`config.mk`:
```
export PLATFORM = sky130hd
export DESIGN_NAME = rssi_avg_irq
export DESIGN_NICKNAME = d
export VERILOG_FILES = /design/src/rtl/rssi_avg_irq.sv
export SDC_FILE = /design/constraint.sdc
export NUM_CORES = 1
export LEC_CHECK = 0
export ABC_AREA = 1
export BUFFER_PORTS_ARGS = -buffer_cell sky130_fd_sc_hd__buf_2
export CORE_AREA = 4 4 55 107
export DETAILED_ROUTE_END_ITERATION = 16
export DIE_AREA = 0 0 59 111
export MAX_ROUTING_LAYER = met4
export PLACE_DENSITY = 0.72
export SETUP_SLACK_MARGIN = 0.5
export SLEW_MARGIN = 20
export SYNTH_ARGS = -nofsm -noshare
export SYNTH_HDL_FRONTEND = slang
export SYNTH_SLANG_ARGS = --single-unit
export TNS_END_PERCENT = 5
```
`constraint.sdc`:
```
create_clock -name clk -period 11.8 [get_ports clk]
set_clock_uncertainty 0.2 [all_clocks]
set_input_delay 1.77 -clock clk [delete_from_list [all_inputs] [get_ports clk]]
set_output_delay 1.77 -clock clk [all_outputs]
set_load 0.03 [all_outputs]
```
`src/rtl/rssi_avg_irq.sv`:
```
module rssi_avg_irq #(
  parameter int NSTAGE = 11,
  parameter int NSAMP  = 16,
  parameter int RW     = 8,
  parameter int MUL    = 3,
  parameter int SHR    = 3
) (
  input  logic                clk,
  input  logic                rst_n,
  input  logic [2*NSTAGE-1:0] det_i,
  input  logic                smp_stb,
  input  logic                rssi_ie,
  input  logic [RW-1:0]       thr,
  input  logic [1:0]          irq0_sel,
  input  logic                det_clr,
  output logic [RW-1:0]       rssi_o,
  output logic                sig_det,
  output logic                irq0
);
  localparam int TAPS = 2 * NSTAGE;
  localparam int LW   = $clog2(TAPS + 1);
  localparam int CW   = $clog2(NSAMP);
  localparam int SW   = $clog2(NSAMP * TAPS + 1);
  localparam int PW   = SW + $clog2(MUL + 1);

  logic [LW-1:0] level;
  logic [SW-1:0] acc, acc_nx;
  logic [CW-1:0] cnt;
  logic [PW-1:0] prod;
  logic          last, hit;

  always_comb begin
    level = '0;
    for (int i = 0; i < TAPS; i++) level = level + LW'(det_i[i]);
  end

  assign acc_nx = acc + SW'(level);
  assign last   = smp_stb && (cnt == CW'(NSAMP - 1));
  assign prod   = PW'(acc_nx) * PW'(MUL);
  assign hit    = rssi_ie && (rssi_o >= thr);
  assign irq0   = sig_det && (irq0_sel == 2'b01);

  always_ff @(posedge clk or negedge rst_n) begin
    if (!rst_n) begin
      acc    <= '0;
      cnt    <= '0;
      rssi_o <= '0;
    end else if (smp_stb) begin
      cnt <= last ? '0 : cnt + 1'b1;
      acc <= last ? '0 : acc_nx;
      if (last) rssi_o <= RW'(prod >> SHR);
    end
  end

  always_ff @(posedge clk or negedge rst_n) begin
    if (!rst_n) sig_det <= 1'b0;
    else        sig_det <= hit || (sig_det && !det_clr);
  end
endmodule


```
==> results of run 1 <==
==> kinds of logic after synthesis <==
| group | count (synthesis) | synth area share |
|---|---|---|
| DFF | 22 | 0.245 |
| buffers and inverters | 65 | 0.108 |
| xor gates and xnor gates | 5 | 0.0228 |
| adders and majority gates | 45 | 0.307 |
| AOI/OAI and AO/OA | 33 | 0.0845 |
| and+or+nand+nor | 110 | 0.232 |
==> registers in the layout, summed over array words and instances, names as in the netlist <==
name / count
sig_det: 1
cnt: 4
rssi_o: 8
acc: 9
==> cells in the mapped netlist, types with 3 or more instances <==
cell,instances,area share
nand2_4,3,0.015
nand2_2,12,0.033
nor2_1,11,0.018
xnor2_1,3,0.012
o22ai_1,5,0.014
nand2_1,56,0.093
o21ai_0,9,0.020
a21oi_1,13,0.029
dfrtp_1,22,0.24
ha_1,28,0.16
nand3_1,13,0.029
nand4_1,4,0.011
nor3_1,4,0.0089
fa_1,17,0.15
inv_1,62,0.10
==> worst max-delay path, stage by stage <==
cell and delay, ns:
buf_2 0.11, fa_1 0.53, inv_1 0.05, fa_1 0.53, fa_1 0.44, fa_1 0.53, fa_1 0.42, fa_1 0.42
fa_1 0.42, inv_1 0.07, nand2_1 0.04, nand2_1 0.09, nand2_1 0.07, xnor2_1 0.25, ha_1 0.34, a21oi_1 0.18
o221ai_1 0.21, nand2_2 0.14, nand2_4 0.07, nand3_2 0.07, nand3_1 0.06, nand3_1 0.08, nand2_1 0.05
==> per-stage QoR <==
stage	instances	hold WS, ns	util
floorplan	280	0.256	-
global placement	382	0.276	0.500
detailed placement	382	0.277	0.500
CTS	386	0.303	0.511
global route	386	0.329	0.511
finish	386	0.302	0.511
==> metal layers <==
layer | wire [microns] | vias up
li1 | - | 973
met1 | 1560 | 898
met2 | 2700 | 45
met3 | 164 | 5
met4 | 91 | 0
met5 | 0 | -
==> worst min path at each step <==
stage | from | to | slack, ns | cells after the start
global placement | acc[3]$_DFFE_PN0P_ | acc[3]$_DFFE_PN0P_ | 0.28 | 2
floorplan | acc[2]$_DFFE_PN0P_ | acc[2]$_DFFE_PN0P_ | 0.26 | 2
CTS | acc[3]$_DFFE_PN0P_ | acc[3]$_DFFE_PN0P_ | 0.30 | 2
detailed placement | acc[2]$_DFFE_PN0P_ | acc[2]$_DFFE_PN0P_ | 0.28 | 2
global route | acc[4]$_DFFE_PN0P_ | acc[4]$_DFFE_PN0P_ | 0.33 | 2
finish | acc[5]$_DFFE_PN0P_ | acc[5]$_DFFE_PN0P_ | 0.30 | 2
==> cell type report <==
cell class / count / area [sq um] / area share
multi-input combinational: 193 / 1460 / 0.560
sequential: 22 / 551 / 0.212
timing repair buffer: 46 / 230 / 0.0885
tap: 58 / 72.6 / 0.0279
clock buffer: 4 / 55.1 / 0.0212
inverter: 63 / 236 / 0.0910
==> impl_metrics.py, run 1 <==
metrics = {
    "clock_tree": {
        "cts_resized": 0,
        "cts.clk_slew.worst_paths_ns": 0.08,
        "clk_path_buf_depth": 2,
        "numCtsBuffers": 3,
        "clockRootBuffer": "clkbuf_8",
        "hold_buffers": 0,
        "htreeDepth": 1,
        "post-cts-setup-buffers": 0,
        "cts.sinks": 22,
        "cts_tree": "built",
        "insertion_delay_ns": 0.27,
    },
    "yosys": {
        "syn_inst": 280,
        "synth_edf_count": 0,
        "synth.avg_cell_area_sq_um": 8.03,
        "synthesis.nets": 362,
        "synth_seq_area_share": 0.245,
        "yosysWarningCount": 0,
        "ys_types": 30,
        "ys_seq_elements": 22,
        "synth_ff_type": "dfrtp_1",
        "async_flop_share": 1.00,
        "syn-cell-area_sq_um": 2250,
    },
    "sta": {
        "setup_slack_ns": 4.81,
        "fin_crit_sh": 0.593,
        "slew_viol_final": 0,
        "setup_tns_ns": 0,
        "worst_pin_slew_ns": 0.530,
        "finalCriticalPeriod_ns": 6.99,
        "slew_headroom": 0.646,
        "hold_viol": 0,
        "rsz0062_at_grt": "no",
        "max_freq_mhz": 143,
        "setup_viol": 0,
    },
    "setup_path": {
        "r2r-end": "rssi_o[6]$_DFFE_PN0P_",
        "ff2ff_path_depth": 21,
        "cp.arrival_ns": 6.96,
        "startpoint": "det_i[0]",
        "cp-end-kind": "register",
        "cp.required_ns": 11.76,
        "cp_max_fo": 5,
        "rr_startpoint": "acc[0]$_DFFE_PN0P_",
        "worstSetupPathType": "input pin to register",
        "reg2reg_slack_ns": 6.57,
        "endpoint": "rssi_o[6]$_DFFE_PN0P_",
        "cp-start-kind": "input pin",
    },
    "layout": {
        "area_delta_synth_final_pct": 15.6,
        "fin_area_sq_um": 2600,
        "final_common_cell": "inv_1",
        "fill_cells": 520,
        "num_antenna_cells": 0,
        "nNetsFinal": 411,
        "mostFrequentLayoutCells": "62 x inv_1, 56 x nand2_1, 46 x buf_2, 28 x ha_1, 22 x dfrtp_1",
        "layout-drive-gt1-share": 0.220,
    },
    "detailed_routing": {
        "antenna_left": 0,
        "drc": 0,
        "vias": 1921,
        "avgRoutedWirePerCell_microns": 11.7,
        "drt_pass1_iterations": 4,
        "drtIter0Drc": 47,
        "routed_wl_microns": 4520,
        "via_per_inst": 4.98,
    },
    "grt": {
        "grt_pass1_wl_microns": 7900,
        "antenna_found_initial": 0,
        "grt_overflow": 0,
        "grt_max_degree": 23,
        "use_met2": 0.306,
        "grt.total_usage": 0.158,
        "busiest_layer": "met2",
        "met1_usage": 0.147,
        "grt_pass1_vias": 1972,
        "grt_util_met3": 0.0128,
    },
    "floorplanning": {
        "coreArea_sq_um": 5090,
        "num_rows": 37,
        "pin_count": 47,
        "dieWidth_microns": 59,
        "start_util": 0.442,
        "die_area_sq_um": 6550,
        "die_h_microns": 111,
    },
    "hold_path": {
        "hold_class": "register to register",
    },
    "placed_design": {
        "dpl.hpwl_microns": 3940,
        "routabilityCongestion": 0.853,
        "port_buffers": 46,
        "place_area_sq_um": 2540,
        "dp_slack_ns": 4.55,
    },
    "run": {
        "cap_violations": 0,
    },
    "run_status": {
        "run_status": "finished, final reports clean",
    },
}
Power of run 1 is left out: the tool's default activity adds up to more than one toggle a clock period on the data nets, which glitch-free logic cannot reach.
==> run 2, diff against run 1 <==
- ABC_AREA: 1 -> 0
- CORE_AREA: 4 4 55 107 -> 4 4 57 111
- DIE_AREA: 0 0 59 111 -> 0 0 61 115
- PLACE_DENSITY: 0.72 -> 0.71
- clock period: 11.8 -> 6.9 ns (I/O delays scaled with it)
==> impl_metrics.py, run 2 <==
metrics = {
    "layout": {
        "fin_area_sq_um": 3030,
        "multiInputGateArea_sq_um": 1840,
        "largest_reg_flops": 9,
        "mostFrequentLayoutCells": "46 x buf_2, 42 x inv_1, 25 x ha_1, 22 x nand2_1, 22 x dfrtp_1",
        "registers.top_by_ff_count": "acc",
        "num_antenna_cells": 0,
        "final_cells": 387,
        "register_area_sq_um": 551,
        "nNetsFinal": 410,
        "area_delta_synth_final_pct": 25.4,
        "largest_registers": "acc: 9 flops, rssi_o: 8 flops, cnt: 4 flops",
        "layout-drive-gt1-share": 0.312,
        "final_common_cell": "buf_2",
        "fill_cells": 518,
    },
    "sta": {
        "finalCriticalPeriod_ns": 6.42,
        "slew_viol_final": 0,
        "setup_slack_ns": 0.479,
        "slew_headroom": 0.453,
        "setup_tns_ns": 0,
        "worst_pin_slew_ns": 0.818,
        "hold_viol": 0,
        "rsz0062_at_grt": "yes",
        "fin_crit_sh": 0.931,
        "setup_viol": 0,
        "max_freq_mhz": 156,
    },
    "yosys": {
        "synth.avg_cell_area_sq_um": 8.84,
        "yosysMostFrequentCell": "inv_1",
        "async_flop_share": 1.00,
        "syn-cell-area_sq_um": 2410,
        "yosys-top-cells-area": "dfrtp_1 23%, ha_1 15%, fa_1 14%",
        "synth_edf_count": 0,
        "synth_seq_area_share": 0.228,
        "syn_inst": 273,
        "ys_seq_elements": 22,
        "synthesis.nets": 355,
        "ys_types": 51,
        "ys_top_cells_by_count": "43 x inv_1, 28 x ha_1, 23 x nand2_1",
        "synth_ff_type": "dfrtp_1",
        "netlist.top_cell.by_area": "dfrtp_1",
        "yosysWarningCount": 0,
        "synth_top_area_frac": 0.228,
    },
    "floorplanning": {
        "dieWidth_microns": 61,
        "die_area_sq_um": 7020,
        "num_rows": 38,
        "die_h_microns": 115,
        "coreArea_sq_um": 5420,
        "start_util": 0.445,
        "pin_count": 47,
    },
    "clock_tree": {
        "htreeDepth": 1,
        "clk_path_buf_depth": 2,
        "numCtsBuffers": 3,
        "cts_tree": "built",
        "cts.sinks": 22,
        "clockRootBuffer": "clkbuf_8",
        "cts.clk_slew.worst_paths_ns": 0.08,
        "insertion_delay_ns": 0.27,
    },
    "detailed_routing": {
        "routed_wl_microns": 5560,
        "drc": 0,
        "highest_layer": "met4",
        "route.met2.wl_microns": 3370,
        "wl_met1_microns": 1880,
        "avgRoutedWirePerCell_microns": 14.4,
        "vias": 2119,
        "antenna_left": 0,
        "via_per_inst": 5.48,
        "drt_pass1_iterations": 4,
        "wl_met3_microns": 152,
        "drtIter0Drc": 24,
    },
    "setup_path": {
        "cp.required_ns": 6.85,
        "critPathSlowestCell": "fa_1",
        "r2r-end": "rssi_o[6]$_DFFE_PN0P_",
        "ff2ff_path_depth": 18,
        "path_cells": "buf_2 -> fa_1 -> inv_1 -> fa_2 -> fa_1 -> fa_1 -> fa_1 -> fa_2 -> fa_2 -> nand2b_4 -> a21oi_4 -> nor2_2 -> nor2_4 -> ha_4 -> a21o_4 -> or2_4 -> o2111a_1 -> nor3_2 -> mux2i_1 -> o21ai_1",
        "reg2reg_slack_ns": 1.48,
        "cp.arrival_ns": 6.37,
        "cp-end-kind": "register",
        "rr_startpoint": "acc[0]$_DFFE_PN0P_",
        "cpPeakStageDelay_ns": 0.53,
        "worstSetupPathType": "input pin to register",
        "cp-start-kind": "input pin",
        "cp_max_fo": 4,
        "cpMostUsedCell": "fa_1",
        "startpoint": "det_i[0]",
    },
    "grt": {
        "grt_pass1_vias": 2191,
        "grt_pass1_wl_microns": 9080,
        "antenna_found_initial": 0,
        "grt.total_usage": 0.173,
        "grt_overflow": 0,
        "grt_max_degree": 23,
    },
    "placed_design": {
        "port_buffers": 46,
        "dp_slack_ns": 0.0716,
        "dpl.hpwl_microns": 4580,
        "dp_cells": 373,
        "routabilityCongestion": 0.882,
        "place_area_sq_um": 2790,
    },
    "hold_path": {
        "hold_end": "rssi_o[4]$_DFFE_PN0P_",
        "min_from": "rssi_o[4]$_DFFE_PN0P_",
        "hold_class": "register to register",
        "holdPathStages": 2,
    },
    "run_status": {
        "run_status": "finished, final reports clean",
    },
    "run": {
        "cap_violations": 0,
    },
}
[run 2: changes by cell type in the layout (fill, tap and decap cells not counted), sizes merged, moves of 5 or more]
cell	previous run	this run
mux2i	0	5
inv	63	45
o21ai	10	21
buf	46	58
xnor2	3	13
nand3	15	6
nand2	71	23
[run 2: routing by layer]
layer,track usage,vias up
li1,-,1029
met1,0.162,1038
met2,0.341,43
met3,0.00449,9
met4,0.0738,0
met5,-,-
[run 2: how the worst max path moves through the flow]
stage	cells after the start	to	slack (ns)
2_1_floorplan	22	rssi_o[6]$_DFFE_PN0P_	0.52
3_3_place_gp	22	rssi_o[5]$_DFFE_PN0P_	0.13
3_5_place_dp	22	rssi_o[5]$_DFFE_PN0P_	0.07
4_1_cts	21	rssi_o[5]$_DFFE_PN0P_	0.50
5_1_grt	19	rssi_o[5]$_DFFE_PN0P_	0.29
6_report	20	rssi_o[6]$_DFFE_PN0P_	0.48
[run 2: timing repair]
action | CTS | global route
hold buffers | 0 | 0
gates resized for setup | 14 | 2
pin swaps | 21 | 4
hold endpoints to repair | 0 | 0
setup endpoints to repair | 4 | 4
setup buffers | 10 | 0
[run 2: final cells by class]
type                            count  share of cell area
Multi-Input combinational cell    198               0.608
Sequential cell                    22               0.182
Timing Repair Buffer               58               0.106
Inverter                           45              0.0558
Tap cell                           60              0.0248
Clock buffer                        3              0.0136
Clock inverter                      1             0.00992
[run 2: metrics by stage]
stage,hold slack [ns],util
floorplan,0.272,-
global placement,0.288,0.514
detailed placement,0.303,0.514
CTS,0.321,0.556
global route,0.330,0.558
finish,0.316,0.558
[run 2: kinds of logic after synthesis]
kind of cell,count (synthesis),synth area share
and+or+nand+nor,68,0.139
muxes,8,0.0347
buffers and inverters,53,0.0855
xor gates and xnor gates,15,0.0575
DFF,22,0.228
adders and majority gates,45,0.286
AOI/OAI and AO/OA,62,0.169
[run 2: critical path: cells and delay by family]
| family | cells | cell delay, ns |
|---|---|---|
| AOI/OAI and AO/OA | 4 | 0.62 |
| and+or+nand+nor | 5 | 0.87 |
| adders and majority gates | 8 | 3.46 |
| buffers and inverters | 2 | 0.16 |
| muxes | 1 | 0.21 |
Power of run 2 is left out for the same reason.
